### src/rtl/afl_pkg.sv
package afl_pkg;

    localparam int DATA_W   = 8;
    localparam int ADDR_MAX = 2;

    localparam logic [DATA_W-1:0] SVC_BCAST = 8'hFC;
    localparam logic [DATA_W-1:0] TRM_BCAST = 8'hFF;
    localparam logic [DATA_W-1:0] CR_MASK   = 8'hFD;

    typedef enum logic [2:0] {
        MODE_ONE_A = 3'd0,
        MODE_TWO_A = 3'd1,
        MODE_ONE_B = 3'd2,
        MODE_TWO_B = 3'd3,
        MODE_RSVD  = 3'd4,
        MODE_LOW   = 3'd5,
        MODE_ALL   = 3'd6,
        MODE_HIGH  = 3'd7
    } mode_e;

    typedef enum logic [1:0] {
        SRC_NONE  = 2'd0,
        SRC_ONE   = 2'd1,
        SRC_TWO   = 2'd2,
        SRC_BCAST = 2'd3
    } src_e;

    typedef enum logic [1:0] {
        ST_IDLE,
        ST_ADDR,
        ST_PASS,
        ST_DROP
    } fstate_e;

    typedef struct packed {
        logic              eof;
        logic [DATA_W-1:0] data;
    } ent_t;

    // number of address bytes a mode must see before it can accept
    function automatic int need_bytes(mode_e m);
        case (m)
            MODE_ONE_A, MODE_ONE_B, MODE_HIGH: return 1;
            MODE_TWO_A, MODE_TWO_B, MODE_LOW:  return 2;
            default:                           return 0;
        endcase
    endfunction

    // service byte lookup, command/response bit masked out
    function automatic src_e svc_lookup(logic [DATA_W-1:0] b,
                                        logic [DATA_W-1:0] v1,
                                        logic [DATA_W-1:0] v2);
        if (((b ^ v1) & CR_MASK) == '0)             return SRC_ONE;
        if (((b ^ v2) & CR_MASK) == '0)             return SRC_TWO;
        if (((b ^ SVC_BCAST) & CR_MASK) == '0)      return SRC_BCAST;
        return SRC_NONE;
    endfunction

    function automatic src_e trm_lookup(logic [DATA_W-1:0] b,
                                        logic [DATA_W-1:0] v1,
                                        logic [DATA_W-1:0] v2,
                                        logic              allow_bc);
        if (b == v1)                    return SRC_ONE;
        if (b == v2)                    return SRC_TWO;
        if (allow_bc && b == TRM_BCAST) return SRC_BCAST;
        return SRC_NONE;
    endfunction

endpackage

### src/rtl/afl_matcher.sv
module afl_matcher
    import afl_pkg::*;
(
    input  mode_e             mode,
    input  logic              second,
    input  logic [DATA_W-1:0] bval,
    input  logic [DATA_W-1:0] svc1,
    input  logic [DATA_W-1:0] svc2,
    input  logic [DATA_W-1:0] trm1,
    input  logic [DATA_W-1:0] trm2,
    output logic              ok,
    output src_e              src
);

    logic skip;

    always_comb begin
        src  = SRC_NONE;
        skip = 1'b0;
        case (mode)
            MODE_ONE_A, MODE_ONE_B:
                src = trm_lookup(bval, trm1, trm2, 1'b0);
            MODE_TWO_A, MODE_TWO_B:
                src = second ? trm_lookup(bval, trm1, trm2, 1'b1)
                             : svc_lookup(bval, svc1, svc2);
            MODE_LOW: begin
                if (second) src = trm_lookup(bval, trm1, trm2, 1'b1);
                else        skip = 1'b1;
            end
            MODE_HIGH:
                src = svc_lookup(bval, svc1, svc2);
            default:
                src = SRC_NONE;
        endcase
        ok = (src != SRC_NONE) || skip;
    end

endmodule

### src/rtl/afl_hold_fifo.sv
module afl_hold_fifo
    import afl_pkg::*;
#(
    parameter int DEPTH = 4
) (
    input  logic clk,
    input  logic rst,
    input  logic push,
    input  ent_t push_ent,
    input  logic commit,
    input  logic rewind,
    output logic pop_valid,
    output ent_t pop_ent
);

    localparam int PW = $clog2(DEPTH);

    ent_t        mem [DEPTH];
    logic [PW:0] wr_p, cm_p, rd_p;
    logic        do_push;

    assign do_push = push && !rewind;

    always_ff @(posedge clk) begin
        if (do_push) mem[wr_p[PW-1:0]] <= push_ent;
    end

    always_ff @(posedge clk) begin
        if (rst) begin
            wr_p      <= '0;
            cm_p      <= '0;
            rd_p      <= '0;
            pop_valid <= 1'b0;
            pop_ent   <= '0;
        end else begin
            if (rewind)       wr_p <= cm_p;
            else if (do_push) wr_p <= wr_p + 1'b1;

            if (commit && !rewind) cm_p <= do_push ? wr_p + 1'b1 : wr_p;

            pop_valid <= (rd_p != cm_p);
            pop_ent   <= mem[rd_p[PW-1:0]];
            if (rd_p != cm_p) rd_p <= rd_p + 1'b1;
        end
    end

endmodule

### src/rtl/hdlc_addr_filter.sv
module hdlc_addr_filter
    import afl_pkg::*;
#(
    parameter int HOLD_DEPTH = 4
) (
    input  logic              clk,
    input  logic              rst,
    input  logic [2:0]        mode_i,
    input  logic [DATA_W-1:0] sap1_i,
    input  logic [DATA_W-1:0] sap2_i,
    input  logic [DATA_W-1:0] tei1_i,
    input  logic [DATA_W-1:0] tei2_i,
    input  logic              in_sof,
    input  logic              in_valid,
    input  logic [DATA_W-1:0] in_data,
    input  logic              in_eof,
    output logic              dec_valid,
    output logic              dec_accept,
    output logic [1:0]        match_src,
    output logic              out_valid,
    output logic [DATA_W-1:0] out_data,
    output logic              out_eof
);

    localparam int CW = $clog2(ADDR_MAX + 1);

    fstate_e       st;
    mode_e         mode_q;
    logic [CW-1:0] cnt;
    logic          m_ok;
    src_e          m_src;
    logic          is_last;
    mode_e         mode_now;

    logic push, commit, rewind, pop_v;
    ent_t push_ent, pop_e;

    assign mode_now = mode_e'(mode_i);
    assign is_last  = (int'(cnt) == need_bytes(mode_q) - 1);

    afl_matcher u_match (
        .mode   (mode_q),
        .second (cnt != '0),
        .bval   (in_data),
        .svc1   (sap1_i),
        .svc2   (sap2_i),
        .trm1   (tei1_i),
        .trm2   (tei2_i),
        .ok     (m_ok),
        .src    (m_src)
    );

    always_comb begin
        push     = 1'b0;
        commit   = 1'b0;
        rewind   = 1'b0;
        push_ent = '{eof: in_eof, data: in_valid ? in_data : '0};
        if (in_sof) begin
            rewind = (st == ST_ADDR);
        end else begin
            case (st)
                ST_ADDR: begin
                    if (in_valid && m_ok) begin
                        push   = 1'b1;
                        commit = is_last;
                    end
                    rewind = (in_valid && !m_ok) || in_eof;
                end
                ST_PASS: begin
                    push   = in_valid || in_eof;
                    commit = in_valid || in_eof;
                end
                default: ;
            endcase
        end
    end

    always_ff @(posedge clk) begin
        if (rst) begin
            st         <= ST_IDLE;
            mode_q     <= MODE_ONE_A;
            cnt        <= '0;
            dec_valid  <= 1'b0;
            dec_accept <= 1'b0;
            match_src  <= SRC_NONE;
        end else begin
            dec_valid <= 1'b0;
            if (in_sof) begin
                mode_q <= mode_now;
                cnt    <= '0;
                if (need_bytes(mode_now) == 0) begin
                    dec_valid  <= 1'b1;
                    dec_accept <= (mode_now == MODE_ALL);
                    match_src  <= SRC_NONE;
                    st         <= (mode_now == MODE_ALL) ? ST_PASS : ST_DROP;
                end else begin
                    st <= ST_ADDR;
                end
            end else begin
                case (st)
                    ST_ADDR: begin
                        if (in_valid) begin
                            if (!m_ok) begin
                                dec_valid  <= 1'b1;
                                dec_accept <= 1'b0;
                                match_src  <= SRC_NONE;
                                st         <= ST_DROP;
                            end else if (is_last) begin
                                dec_valid  <= 1'b1;
                                dec_accept <= 1'b1;
                                match_src  <= m_src;
                                st         <= ST_PASS;
                            end else begin
                                cnt <= cnt + 1'b1;
                            end
                        end else if (in_eof) begin
                            dec_valid  <= 1'b1;
                            dec_accept <= 1'b0;
                            match_src  <= SRC_NONE;
                            st         <= ST_IDLE;
                        end
                    end
                    ST_PASS, ST_DROP: if (in_eof) st <= ST_IDLE;
                    default: ;
                endcase
            end
        end
    end

    afl_hold_fifo #(.DEPTH(HOLD_DEPTH)) u_hold (
        .clk       (clk),
        .rst       (rst),
        .push      (push),
        .push_ent  (push_ent),
        .commit    (commit),
        .rewind    (rewind),
        .pop_valid (pop_v),
        .pop_ent   (pop_e)
    );

    assign out_valid = pop_v && !pop_e.eof;
    assign out_eof   = pop_v && pop_e.eof;
    assign out_data  = pop_e.data;

endmodule

### config.mk
export PLATFORM = sky130hd
export DESIGN_NAME = hdlc_addr_filter
export DESIGN_NICKNAME = d
export VERILOG_FILES = /design/src/rtl/afl_pkg.sv /design/src/rtl/afl_matcher.sv /design/src/rtl/afl_hold_fifo.sv /design/src/rtl/hdlc_addr_filter.sv
export SDC_FILE = /design/constraint.sdc
export NUM_CORES = 1
export LEC_CHECK = 0
export BUFFER_PORTS_ARGS = -buffer_cell sky130_fd_sc_hd__buf_4
export CAP_MARGIN = 10
export CORE_AREA = 5 5 94 96
export CTS_BUF_LIST = sky130_fd_sc_hd__clkbuf_4 sky130_fd_sc_hd__clkbuf_8 sky130_fd_sc_hd__clkbuf_16
export DETAILED_ROUTE_END_ITERATION = 7
export DIE_AREA = 0 0 99 101
export GPL_ROUTABILITY_DRIVEN = 0
export PLACE_DENSITY = 0.76
export SKIP_CTS_REPAIR_TIMING = 1
export SLEW_MARGIN = 20
export SYNTH_ARGS = -nofsm -noshare
export SYNTH_HDL_FRONTEND = slang
export SYNTH_HIERARCHICAL = 1
export SYNTH_SLANG_ARGS = --single-unit
### constraint.sdc
create_clock -name clk -period 6.9 [get_ports clk]
set_input_delay 1.725 -clock clk [delete_from_list [all_inputs] [get_ports clk]]
set_output_delay 1.725 -clock clk [all_outputs]
set_load 0.02 [all_outputs]
; ---- Word-level counts from Yosys, hierarchy flattened
; Memory sizes are Yosys's and may differ from the RTL's. A register that Yosys moved wholly into a read port is not among the register bits.
; Cells that the tools add are included.
[op_classes]
add_sub_neg = 4
n_eq_ne = 22
muxes = 107
bitwise = 4
reduce_logical = 34
[ops]
columns = cell, count
row1 = two-way mux 2 bit, 35
row2 = two-way mux 32 bit, 2
row3 = two-way mux 1 bit, 61
row4 = equality test 3 x 32 -> 1 bit, 1
row5 = logical NOT 32 bit, 1
row6 = "subtractor 32 x 2 -> 32 bit, second input constant", 1
row7 = logical NOT 8 bit, 3
row8 = equality test 8 bit, 2
row9 = bitwise XOR 8 bit, 2
row10 = "equality test 3 bit, second input constant", 5
row11 = "equality test 3 x 2 -> 1 bit, second input constant", 4
row12 = case mux 2 bit (2 select lines), 3
row13 = OR reduction 3 bit, 4
row14 = "equality test 8 bit, second input constant", 1
row15 = two-way mux 8 bit, 1
row16 = case mux 2 bit (4 select lines), 1
row17 = AND reduction 4 bit, 2
row18 = OR reduction 2 bit, 4
row19 = "adder 3 x 1 -> 3 bit, second input constant", 2
row20 = "equality test 3 x 1 -> 1 bit, second input constant", 2
row21 = logical AND 1 bit, 6
row22 = logical NOT 3 bit, 2
row23 = two-way mux 3 bit, 2
row24 = NOT 6 bit, 1
row25 = other kinds (14), 23
[totals]
reg_bits = 21
mem_bits_rw = 36
out_inout_bits = 14
wordCells = 182
memories = 1
[mem_list]
columns = name, words, word_bits, read_ports, rd_ports_with_merged_regs, wr, line
row1 = u_hold.mem, 4, 9, 1, 1, 1, afl_hold_fifo.sv:18  ; ent_t mem [DEPTH];

; ---- Logic depth before layout (Yosys ltp)
[logic_depth]
depth_word = 27
mapped_depth = 16
ltp_nobuf = 15

; ---- Cells and area by module
; Netlist, hierarchy kept.
[by_module_without_submodules]
columns = mod, instances, cells_each, area_each_um2, seq_area_each_um2
row1 = afl_hold_fifo, 1, 131, 2112.0, 1461.4
row2 = hdlc_addr_filter, 1, 108, 805.8, 220.2
row3 = afl_matcher, 1, 68, 541.8, 0.0

; ---- Worst setup path before layout
; OpenSTA, ideal clock, no wires.
[synth_timing]
path_kind = input to register
start = input in_data[5]
end = memory u_hold/mem[1][0] (netlist bit), enable pin
setup_ns = 0.337
t_arrival_ns = 4.140
slack_ns = 2.423
path_stages = 12
n_path_buf = 2
path_cell_list = clkbuf_8 -> nand4_1 -> a2111oi_1 -> o21bai_1 -> a32o_1 -> nand4bb_1 -> and2_1 -> buf_2 -> nand2_1 -> a211oi_1 -> and2b_1 -> and2_1
[synth_via]
word_cells_on_any_way = 81
cone_classes = eq/ne: 3 / mux: 64 / bitwise: 3 / reduce/logical: 11
[synth_rtl]
columns = element, line
row1 = start: declaration, hdlc_addr_filter.sv:15  ; input logic [DATA_W-1:0] in_data,
row2 = equality test 8 bit or NOT 6 bit (tied branches), -
row3 = two-way mux 1 bit or logical NOT 8 bit (tied branches), "afl_pkg.sv:65, afl_pkg.sv:55"
row4 = "two-way mux 1 bit, on equally long branches", "afl_pkg.sv:65, afl_pkg.sv:55"
row5 = "two-way mux 1 bit, on equally long branches", "afl_pkg.sv:64, afl_pkg.sv:55"
row6 = "two-way mux 1 bit, on equally long branches", "afl_matcher.sv:27, afl_pkg.sv:54"
row7 = two-way mux 1 bit, afl_matcher.sv:20  ; case (mode)
row8 = "two-way mux 2 bit, on equally long branches", "afl_pkg.sv:66, afl_pkg.sv:56"
row9 = "two-way mux 2 bit, on equally long branches", "afl_pkg.sv:65, afl_pkg.sv:55"
row10 = [3 not listed], -
row11 = named net m_src[1], hdlc_addr_filter.sv:31  ; src_e m_src;
row12 = [2 not listed], -
row13 = named net m_ok, hdlc_addr_filter.sv:30  ; logic m_ok;
row14 = logical AND 1 bit *, hdlc_addr_filter.sv:63  ; if (in_valid && m_ok) begin
row15 = two-way mux 1 bit *, hdlc_addr_filter.sv:63
row16 = case mux 1 bit (2 select lines) *, hdlc_addr_filter.sv:61  ; case (st)
row17 = two-way mux 1 bit *, hdlc_addr_filter.sv:58  ; if (in_sof) begin
row18 = named net push, hdlc_addr_filter.sv:35  ; logic push, commit, rewind, pop_v;
row19 = logical AND 1 bit *, afl_hold_fifo.sv:22  ; assign do_push = push && !rewind;
row20 = two-way mux 1 bit *, afl_hold_fifo.sv:25  ; if (do_push) mem[wr_p[PW-1:0]] <= push_ent;
row21 = two-way mux 1 bit (not written as such) *, afl_hold_fifo.sv:25
row22 = end: declaration, afl_hold_fifo.sv:18
; Mark *: on every way through the listed nets, which the timed path passes. The rest lies on a longest branch. The select of a mux whose other input is x is not followed.

; ---- Worst setup path after layout
[layout_timing]
start = input in_data[6]
end = memory u_hold/mem[1][1] (netlist bit), enable pin
; Same word-level chain as after synthesis.

==> run_results.csv <==
group,metric,value,unit
hold_path,hold_start,"dec_accept",
global_routing,groute.usage.overall,0.151,
global_routing,grt_start_max_net_pins,34,
timing,finalSetupTns,0,ns
timing,max_freq,0.214,GHz
critical_path,cp_max_fo,9,
timing,finalCritPeriodShare,0.678,
clocking,cts_clock_pin_slew_for_the_worst_setup_and_hold_paths,0.08,ns
route,route.antenna.remaining_nets,0,
clocking,numCtsBuffers,9,
timing,clock_skew,0.0106,ns
finish,area_delta_synth_final,19.8,%
timing,timing.final.setup_violations,0,
clocking,cts_htree_levels,3,
die,top_level_ports,62,
timing,whs,0.475,ns
flow_run,max_cap_check_violation_count,0,
route,drt_iter0_markers,128,
place,place_hpwl,5.14,mm
route,firstDrtPassIters,4,
die,die_height,101,um
timing,timing.final.max_slew_violations,0,
critical_path,regToRegStartpoint,"cnt[0]",
route,detail_route.wirelength,7.12,mm
critical_path,criticalPathCategory,"in2reg",
critical_path,critical-path-max-stage-delay,0.59,ns
finish,num_antenna_cells,0,
timing,rsz0062_at_grt,"no",
synth,synth_fp_nets,366,
finish,final_standard_cell_utilization_of_the_core,0.520,
finish,drive_above_1_share,0.251,
global_routing,use_met1,0.180,
route,vias_per_cell,5.21,
die,floorplan.die.width,99,um
timing,final.min_clock_period,4.68,ns
synth,syn-cell-area,3460,sq um
global_routing,gr-usage-met2,0.262,
finish,count_of_fill_cells_added_during_filler_insertion,695,
global_routing,grt_util_met3,0.0443,
hold_path,hold_path_end,"dec_accept",
critical_path,rrSetupSlack,3.13,ns
critical_path,crit_path_cell_trace,"buf_4 > nand4_1 > a2111oi_1 > o21bai_1 > a32o_1 > nand4bb_1 > and2_1 > nand2_1 > a211oi_1 > and2b_1 > and2_1",
clocking,cts_tree,"yes",
critical_path,cp.required,6.88,ns
clocking,clk_root_buffer_cell,"sky130_fd_sc_hd__clkbuf_8",
critical_path,critPathCaptureType,"flop",
die,placement_rows,33,
synth,yosys_warnings,6,
die,dieArea,10000,sq um
finish,nets,421,
synth,synthArstFlopShare,0,
synth,synth-edff-count,36,
power,worst_ir_drop_vdd,0.118,mV
clocking,cts_buffer_depth,2,
global_routing,top_usage_layer,"met2",
die,effective_utilization_at_floorplan,0.434,
timing,final-hold-violation-count,0,
place,io_buffer_count,59,
clocking,worstSkewPairLatency,0.35,ns
critical_path,critical_path.slowest_cell,"sky130_fd_sc_hd__a211oi_1",
global_routing,grt_antenna_before_repair,0,
route,drc,0,
status,outcome,"finished clean",
synth,synthesis.instances,307,
critical_path,r2r_end,"u_hold/mem[1][1]",
global_routing,first_global_vias,2462,
route,detailroute.via_count,2458,
hold_path,holdPathStages,1,
timing,worst_slew_margin_rel,0.501,
route,wl_per_cell,15.1,um
synth,synth_cell_types,54,
critical_path,critical_path.most_common_cell,"sky130_fd_sc_hd__and2_1",
place,place_ws,1.86,ns
timing,worst_slack,2.22,ns
synth,syn-mean-instance-area,11.3,sq um
timing,worst_pin_slew,0.748,ns
global_routing,grt_overflow_total,0,
clocking,clock_sink_count,66,
critical_path,worst-r2r-cell-count,13,
power,p_per_area,216,nW/um^2
critical_path,startpoint_type,"input pin",
global_routing,grt_first_pass_wirelength,11.9,mm
hold_path,hp-class,"reg2reg",
critical_path,arrival_worst_endpoint,4.66,ns
synth,seq_area_frac_synth,0.486,
synth,synth-seq-cells,66,
synth,synth_ff_type,"sky130_fd_sc_hd__edfxtp_1",
die,core,7970,sq um
power,power_leakage,0.00158,uW
[critical path, delay by kind of cell]
kind                   cells  cell delay (ns)
buffers and inverters      1             0.14
AOI/OAI and AO/OA          4             1.36
and+or+nand+nor            6             1.45
[power breakdown]
part           internal, uW  switching (uW)  leakage, uW
registers               421            6.76     0.000574
clock network           206             156     0.000114
logic                  51.7            54.0     0.000891
[synth_stat cells, types with 4 or more instances]
cell	count	area share
sky130_fd_sc_hd__nor3_1	7	0.010
sky130_fd_sc_hd__nand2_1	17	0.018
sky130_fd_sc_hd__xnor2_1	28	0.071
sky130_fd_sc_hd__o21ai_0	7	0.010
sky130_fd_sc_hd__a211oi_1	5	0.011
sky130_fd_sc_hd__dfxtp_1	30	0.17
sky130_fd_sc_hd__mux4_2	9	0.059
sky130_fd_sc_hd__nor2_1	15	0.016
sky130_fd_sc_hd__a21oi_1	9	0.013
sky130_fd_sc_hd__clkbuf_1	4	0.0043
sky130_fd_sc_hd__edfxtp_1	36	0.31
sky130_fd_sc_hd__mux2i_1	6	0.017
sky130_fd_sc_hd__nand2b_1	4	0.0072
sky130_fd_sc_hd__ha_1	11	0.040
sky130_fd_sc_hd__and2_1	15	0.027
sky130_fd_sc_hd__nand4_1	13	0.024
sky130_fd_sc_hd__a31oi_1	4	0.0072
sky130_fd_sc_hd__inv_1	17	0.018
sky130_fd_sc_hd__nor2b_1	12	0.022
sky130_fd_sc_hd__nand3_1	4	0.0058
sky130_fd_sc_hd__xor2_1	11	0.028
[worst max-delay path by stage]
stage                           from               end  slack, ns  cells after the start
after global placement    in_data[5]  u_hold/mem[0][6]       1.88                     11
after floorplan           in_data[5]  u_hold/mem[1][0]       2.42                     12
after global routing      in_data[6]  u_hold/mem[1][7]       1.93                     11
after CTS                 in_data[6]  u_hold/mem[1][7]       2.20                     11
after detailed placement  in_data[6]  u_hold/mem[1][5]       1.86                     11
final                     in_data[6]  u_hold/mem[1][1]       2.22                     11
[cell type report]
class / count / area, sq um / share of cell area
sequential: 66 / 1680 / 0.406
multi-input combinational: 209 / 1600 / 0.386
timing repair buffer: 59 / 443 / 0.107
tap: 105 / 131 / 0.0317
clock buffer: 9 / 124 / 0.0299
clock inverter: 7 / 100 / 0.0241
inverter: 17 / 63.8 / 0.0154
[cells in the final DEF (no fill, tap or decap), drive strengths merged, types with 8 or more instances in the layout]
master  synthesis  routed
o21ai           8       8
xor2           11      11
xnor2          28      28
and2           15      15
buf             9      59
inv            17      19
clkbuf          6       9
dfxtp          30      30
edfxtp         36      36
nor2           15      15
nand2          17      17
mux4            9       9
ha             11      11
nand4          14      14
a21oi           9       9
nor2b          12      12
[state kept, by name, summed over array words and instances (netlist names)]
register	flops
u_hold/pop_valid	1
match_src	2
u_hold/rd_p	3
u_hold/cm_p	3
u_hold/mem	36
dec_accept	1
mode_q	3
dec_valid	1
u_hold/wr_p	3
st	2
u_hold/pop_ent	9
cnt	2
[kinds of logic (layout without fill, tap and decap cells)]
family | Yosys count | count (layout) | share of synthesized area
xor gates and xnor gates | 39 | 39 | 0.0987
muxes | 17 | 17 | 0.0825
buffers and inverters | 32 | 92 | 0.0510
AOI/OAI and AO/OA | 40 | 40 | 0.0778
DFF | 66 | 66 | 0.486
adders and majority gates | 11 | 11 | 0.0398
and+or+nand+nor | 102 | 102 | 0.164
[routing by layer]
metal | share of wire | wire (um)
met1 | 0.41 | 2950
met2 | 0.53 | 3770
met3 | 0.043 | 303
met4 | 0.013 | 94
met5 | 0 | 0
[through the flow]
step / std cells / power [uW] / area (sq um)
floorplan: 307 / 503 / 3460
global placement: 456 / 538 / 3920
finish: 472 / 896 / 4150
global route: 472 / 938 / 4150
detailed placement: 456 / 541 / 3920
CTS: 472 / 904 / 4150
(Power assumes the default switching activity.)
